`src/rtl/cfgguard_pkg.sv`:
```
package cfgguard_pkg;

    typedef enum logic {
        ST_LOCKED = 1'b0,
        ST_OPEN   = 1'b1
    } guard_state_t;

    typedef enum logic [1:0] {
        WK_NONE   = 2'd0,
        WK_ARM    = 2'd1,
        WK_COMMIT = 2'd2
    } wr_kind_t;

endpackage

```
`src/rtl/cfgguard_decode.sv`:
```
module cfgguard_decode
    import cfgguard_pkg::*;
#(
    parameter int                ADDR_W     = 6,
    parameter int                DATA_W     = 8,
    parameter logic [ADDR_W-1:0] CTRL_ADDR  = 6'h35,
    parameter int                UNLOCK_BIT = 0,
    parameter int                SEL_BIT    = 1
) (
    input  logic              wr_en,
    input  logic [ADDR_W-1:0] wr_addr,
    input  logic [DATA_W-1:0] wr_data,
    output wr_kind_t          kind_o,
    output logic              new_sel_o
);

    logic hit;

    assign hit       = wr_en && (wr_addr == CTRL_ADDR);
    assign new_sel_o = wr_data[SEL_BIT];

    always_comb begin
        if (!hit)
            kind_o = WK_NONE;
        else if (wr_data[UNLOCK_BIT])
            kind_o = WK_ARM;
        else
            kind_o = WK_COMMIT;
    end

endmodule

```
`src/rtl/cfgguard_window.sv`:
```
module cfgguard_window #(
    parameter int WINDOW = 4
) (
    input  logic clk,
    input  logic rst_n,
    input  logic load_i,
    input  logic dec_i,
    output logic last_o
);

    localparam int CW = $clog2(WINDOW + 1);
    localparam logic [CW-1:0] FULL = CW'(WINDOW);
    localparam logic [CW-1:0] ONE  = CW'(1);

    logic [CW-1:0] remain;

    always_ff @(posedge clk or negedge rst_n) begin
        if (!rst_n)
            remain <= '0;
        else if (load_i)
            remain <= FULL;
        else if (dec_i && remain != '0)
            remain <= remain - ONE;
    end

    assign last_o = (remain == ONE);

endmodule

```
`src/rtl/cfgguard_top.sv`:
```
module cfgguard_top
    import cfgguard_pkg::*;
#(
    parameter int                ADDR_W     = 6,
    parameter int                DATA_W     = 8,
    parameter logic [ADDR_W-1:0] CTRL_ADDR  = 6'h35,
    parameter int                UNLOCK_BIT = 0,
    parameter int                SEL_BIT    = 1,
    parameter int                WINDOW     = 4
) (
    input  logic              clk,
    input  logic              rst_n,
    input  logic              wr_en,
    input  logic [ADDR_W-1:0] wr_addr,
    input  logic [DATA_W-1:0] wr_data,
    output logic              tbl_sel_o,
    output logic              unlock_o
);

    wr_kind_t     kind;
    logic         new_sel;
    logic         win_last;
    logic         win_load;
    logic         win_dec;
    guard_state_t state_q, state_d;

    cfgguard_decode #(
        .ADDR_W    (ADDR_W),
        .DATA_W    (DATA_W),
        .CTRL_ADDR (CTRL_ADDR),
        .UNLOCK_BIT(UNLOCK_BIT),
        .SEL_BIT   (SEL_BIT)
    ) u_dec (
        .wr_en    (wr_en),
        .wr_addr  (wr_addr),
        .wr_data  (wr_data),
        .kind_o   (kind),
        .new_sel_o(new_sel)
    );

    cfgguard_window #(
        .WINDOW(WINDOW)
    ) u_win (
        .clk   (clk),
        .rst_n (rst_n),
        .load_i(win_load),
        .dec_i (win_dec),
        .last_o(win_last)
    );

    // next-state and counter control
    always_comb begin
        state_d  = state_q;
        win_load = 1'b0;
        win_dec  = 1'b0;
        unique case (state_q)
            ST_LOCKED: begin
                if (kind == WK_ARM) begin          // arm
                    state_d  = ST_OPEN;
                    win_load = 1'b1;
                end
            end
            ST_OPEN: begin
                if (kind == WK_ARM) begin          // rearm
                    win_load = 1'b1;
                end else if (kind == WK_COMMIT) begin
                    state_d = ST_LOCKED;           // commit
                end else if (win_last) begin
                    state_d = ST_LOCKED;           // expire
                end else begin
                    win_dec = 1'b1;                // tick
                end
            end
            default: state_d = ST_LOCKED;
        endcase
    end

    // state register
    always_ff @(posedge clk or negedge rst_n) begin
        if (!rst_n)
            state_q <= ST_LOCKED;
        else
            state_q <= state_d;
    end

    // outputs
    always_ff @(posedge clk or negedge rst_n) begin
        if (!rst_n)
            tbl_sel_o <= 1'b0;
        else if (state_q == ST_OPEN && kind == WK_COMMIT)
            tbl_sel_o <= new_sel;
    end

    assign unlock_o = (state_q == ST_OPEN);

endmodule

```
`config.mk`:
```
export PLATFORM = sky130hd
export DESIGN_NAME = cfgguard_top
export DESIGN_NICKNAME = d
export VERILOG_FILES = /design/src/rtl/cfgguard_pkg.sv /design/src/rtl/cfgguard_decode.sv /design/src/rtl/cfgguard_window.sv /design/src/rtl/cfgguard_top.sv
export SDC_FILE = /design/constraint.sdc
export NUM_CORES = 1
export LEC_CHECK = 0
export ABC_CLOCK_PERIOD_IN_PS = 1400
export BUFFER_PORTS_ARGS = -buffer_cell sky130_fd_sc_hd__buf_2
export CAP_MARGIN = 10
export CELL_PAD_IN_SITES_DETAIL_PLACEMENT = 2
export CELL_PAD_IN_SITES_GLOBAL_PLACEMENT = 2
export CORE_ASPECT_RATIO = 1.25
export CORE_MARGIN = 2
export CORE_UTILIZATION = 20
export DETAILED_ROUTE_END_ITERATION = 8
export PLACE_DENSITY_LB_ADDON = 0.15
export SKIP_CTS_REPAIR_TIMING = 1
export SKIP_LAST_GASP = 1
export SYNTH_ARGS = -nofsm -noshare
export SYNTH_HDL_FRONTEND = slang
export SYNTH_SLANG_ARGS = --single-unit
```
`constraint.sdc`:
```
create_clock -name clk -period 1.4 [get_ports clk]
set_clock_uncertainty 0.1 [all_clocks]
set_input_delay 0.14 -clock clk [delete_from_list [all_inputs] [get_ports clk]]
set_output_delay 0.14 -clock clk [all_outputs]
set_load 0.01 [all_outputs]
```
# Word-level counts from Yosys, hierarchy flattened
# Cells that the tools add are included.
[word_totals]
wordCells = 25
output_inout_bits = 2
register_bits = 5
inputBits = 17
[classes]
n_bitwise = 1
n_eq_ne = 4
addsub = 1
n_mux = 11
reduce_logical = 5
[op_table]
columns = ["op", "count"]
rows = [
  ["== test 6 bit, second input constant", 1],
  ["2-to-1 mux 1 bit", 6],
  ["2-to-1 mux 3 bit", 2],
  ["2-to-1 mux 2 bit", 2],
  ["== test 3 x 1 -> 1 bit, second input constant", 1],
  ["logical AND 1 bit", 3],
  ["nonzero test 3 bit", 1],
  ["subtractor 3 x 1 -> 3 bit, second input constant", 1],
  ["== test 2 x 1 -> 1 bit, second input constant", 1],
  ["== test 2 bit, second input constant", 1],
  ["case mux 1 bit (2 select lines)", 1],
  ["nonzero test 2 bit", 1],
  ["NOT 1 bit", 1],
]

# Longest topological paths before layout
[depth]
ltp_word = 10
mapped_depth = 6
depth_no_buf = 6

# Modules after synthesis
# A second synthesis with hierarchy kept.
[unflattened]
cells_unflattened = 36
hier_area_um2 = 396.6
[by_module_without_submodules]
columns = ["mod", "n_inst", "seq_area_each_um2", "area_each_um2", "cells_per_inst"]
rows = [
  ["cfgguard_window", 1, 75.1, 196.4, 20],
  ["cfgguard_top", 1, 50.0, 138.9, 10],
  ["cfgguard_decode", 1, 0.0, 61.3, 6],
]

# Least setup slack after synthesis
# No wires, ideal clock.
[synth_path]
path_type = "register to register"
startpoint = "register u_win.remain[1]"
endpoint = "register u_win.remain[1]"
setup_slack_ps = 15
setup_time_ps = 82
synth_period_minus_slack_ps = 1385
stages_incl_launch_ff = 7
required_time_ps = 1218
arrival_time_ps = 1203
path_buffers = 0
path_cell_list = "dfrtp_1 > inv_1 > ha_1 > nor2_1 > o21a_1 > mux2_2 > o22ai_1"
[synth_between]
elab_chain_cells = 7
elab_cells_between_ends = 11
classes_between = "1 x add/sub; 1 x eq/ne; 6 x mux; 3 x reduce/logical"
[synth_rtl]
columns = ["item", "line_no", "rtl"]
rows = [
  ["start: declaration", "cfgguard_window.sv:15", "logic [CW-1:0] remain;"],
  ["start signal: assignment", "cfgguard_window.sv:23", "remain <= remain - ONE;"],
  ["== test 3 x 1 -> 1 bit", "cfgguard_window.sv:26", "assign last_o = (remain == ONE);"],
  ["2-to-1 mux 1 bit", "cfgguard_top.sv:68", "end else if (win_last) begin"],
  ["2-to-1 mux 1 bit", "cfgguard_top.sv:66", "end else if (kind == WK_COMMIT) begin"],
  ["2-to-1 mux 1 bit", "cfgguard_top.sv:64", "if (kind == WK_ARM) begin"],
  ["2-to-1 mux 1 bit", "cfgguard_top.sv:56", "unique case (state_q)"],
  ["logical AND 1 bit", "cfgguard_window.sv:22", "else if (dec_i && remain != '0)"],
  ["nonzero test 2 bit (no source line)", "n/a", ""],
]
# Several ways; a longest one is shown, not always the timed one. The select of a mux whose other input is x is not followed.
# A chain may end at the register's enable or synchronous reset.

# Final worst setup path
# Ends and elaborated chain as after synthesis.

==> flow_metrics.env <==
export IMPL_outcome="finished, violations left"
export IMPL_violations="setup timing"
export IMPL_hold_violations=0
export IMPL_fp_coreArea_um2=1540
export IMPL_start_util=0.211
export IMPL_syn_inst=30
export IMPL_diodes=0
export IMPL_ir_worst_vdd_mv=0.400
export IMPL_synth_area_leaders="dfrtp_1 38%, ha_1 12%, nand3b_4 6.2%"
export IMPL_slew_viol_final=0
export IMPL_critPathLaunchType="register"
export IMPL_critPathKind="register to register"
export IMPL_vias=313
export IMPL_r2r_end="u_win.remain[1]$_DFFE_PN0P_"
export IMPL_area_growth_synth_to_final_pct=61.5
export IMPL_setup_slack_ps=-124
export IMPL_drive_gt1_frac=0.585
export IMPL_grt_ovfl_total=0
export IMPL_clockRootBuffer="clkbuf_4"
export IMPL_arrival_ps=1590
export IMPL_grt_pass1_wl_um=1390
export IMPL_postLayoutCoreUtil=0.341
export IMPL_whs_ps=34.4
export IMPL_grt_usage=0.112
export IMPL_cts_tree="done"
export IMPL_leakagePower_nw=0.283
export IMPL_holdPathStages=2
export IMPL_post_drt_wl_per_cell_um=13.7
export IMPL_endpoint_kind="register"
export IMPL_finalSetupViolCount=3
export IMPL_drt_wl_total_um=970
export IMPL_yosysMostFrequentCell="dfrtp_1"
export IMPL_clockBufferDepth=2
export IMPL_place_gp_congestion=0.596
export IMPL_ys_ff_latch=5
export IMPL_synth_flop_cell="dfrtp_1"
export IMPL_placedInstanceArea_um2=434
export IMPL_min_period_ps=1520
export IMPL_rsz0062_at_grt="yes"
export IMPL_htree_levels=1
export IMPL_ys_top_cells_by_count="5 x dfrtp_1, 3 x ha_1, 3 x inv_1, 3 x o21ai_0, 2 x nand2_1"
export IMPL_synth_top_area_frac=0.385
export IMPL_final_cell_area_um2=526
export IMPL_tightest_slew_ps=205
export IMPL_cp_required_ps=1460
export IMPL_min_to="tbl_sel_o$_DFFE_PN0P_"
export IMPL_avgSynthCellArea_um2=10.8
export IMPL_p_total_mw=0.827
export IMPL_synth_seq_area_share=0.385
export IMPL_rows=16
export IMPL_drcViolationCount=0
export IMPL_synth_top_cell_by_area="dfrtp_1"
export IMPL_clk_pin_slew_ps=50
export IMPL_die_area_um2=1970
export IMPL_die_w_um=40.1
export IMPL_antenna_found_initial=0
export IMPL_ios=19
export IMPL_antenna_left=0
export IMPL_rrSetupSlack_ps=-120
export IMPL_maxCapViolCount=0
export IMPL_synthArstFlopShare=1.00
export IMPL_cts_buffers=3
export IMPL_synthesis_nets=50
export IMPL_die_y_um=49.1
export IMPL_hp_class="input pin to register"
export IMPL_nNetsFinal=74
export IMPL_fin_crit_sh=1.09
export IMPL_max_clock_freq_ghz=0.656
export IMPL_yosys_warnings=0
export IMPL_reg2regPathDepth=6
export IMPL_port_buffers=12
export IMPL_grt_start_max_net_pins=6
export IMPL_syn_area_um2=325
export IMPL_r2r_start="u_win.remain[1]$_DFFE_PN0P_"
export IMPL_path_max_fanout=3
export IMPL_synthDistinctLibCells=19
export IMPL_setup_tns_final_ps=-316
export IMPL_detail_route_iter0_violations=6
export IMPL_dr_pass1_iters=4
export IMPL_grt_pass1_vias=352
export IMPL_relSlewSlack=0.861
export IMPL_holdCritStartpoint="wr_data[1]"
export IMPL_cts_sinks=5
export IMPL_viasPerCell=4.41
export IMPL_clk_insertion_delay_late_ps=250
export IMPL_synth_edf_count=0
export IMPL_cellPowerDensity_nw_per_um2=1570
[where the power goes]
group / switching (mW) / leakage, nW / total [mW] / internal (mW)
logic: 0.182 / 0.203 / 0.423 / 0.241
clock network: 0.0637 / 0.0150 / 0.172 / 0.108
registers: 0.0440 / 0.0651 / 0.232 / 0.188
[how the worst max path moves through the flow]
| stage | from | cells past startpoint | slack, ps | to |
|---|---|---|---|---|
| after CTS | u_win.remain[1]$_DFFE_PN0P_ | 6 | -140 | u_win.remain[0]$_DFFE_PN0P_ |
| after global routing | u_win.remain[0]$_DFFE_PN0P_ | 7 | -170 | u_win.remain[2]$_DFFE_PN0P_ |
| after detailed placement | wr_addr[3] | 6 | -170 | tbl_sel_o$_DFFE_PN0P_ |
| after global placement | wr_addr[3] | 6 | -130 | tbl_sel_o$_DFFE_PN0P_ |
| final | u_win.remain[1]$_DFFE_PN0P_ | 6 | -120 | u_win.remain[1]$_DFFE_PN0P_ |
| after floorplan | u_win.remain[1]$_DFFE_PN0P_ | 6 | 10 | u_win.remain[1]$_DFFE_PN0P_ |
[metal layers]
| metal | global-route usage | wire (um) | vias up |
|---|---|---|---|
| met3 | 0.0137 | 21 | 2 |
| met1 | 0.0819 | 335 | 152 |
| met5 | 0 | 0 | - |
| met2 | 0.202 | 597 | 8 |
| met4 | 0.121 | 15 | 0 |
| li1 | - | - | 151 |
[through the flow]
| stage | worst slack [ps] | std cells |
|---|---|---|
| final | -124 | 71 |
| after CTS | -143 | 68 |
| after global placement | -128 | 64 |
| after floorplan | 14.9 | 30 |
| after detailed placement | -174 | 64 |
| after global routing | -174 | 71 |
[final cells by class]
| class | count | area (um2) |
|---|---|---|
| Fill cell | 181 | 1020 |
| Multi-Input combinational cell | 21 | 214 |
| Timing Repair Buffer | 20 | 126 |
| Clock buffer | 4 | 26.3 |
| Tap cell | 18 | 22.5 |
| Sequential cell | 5 | 125 |
| Inverter | 3 | 11.3 |
[state kept, by name, summed over array words and instances (netlist names)]
signal,count
unlock_o,1
u_win.remain,3
tbl_sel_o,1
[critical path, stage by stage (launching register included)]
cell,delay [ps]
dfrtp_1,380
inv_2,110
ha_4,160
nor2_4,30
o21a_1,200
mux2_2,280
o22ai_1,160
[layout by cell type (no fill, tap or decap), drive strengths merged, types with 2 or more instances in the layout]
cell	Yosys	final
clkbuf	0	4
buf	1	19
mux2	2	2
ha	3	3
dfrtp	5	5
o21ai	3	3
nand2	2	2
inv	3	3
[logic make-up after synthesis]
group                      synth area share
muxes                                 0.112
DFF                                   0.385
AOI/OAI and AO/OA                     0.127
and+or+nand+nor                       0.192
adders and majority gates             0.115
buffers and inverters                0.0692
Note: power is estimated with default switching activity, not from simulation.
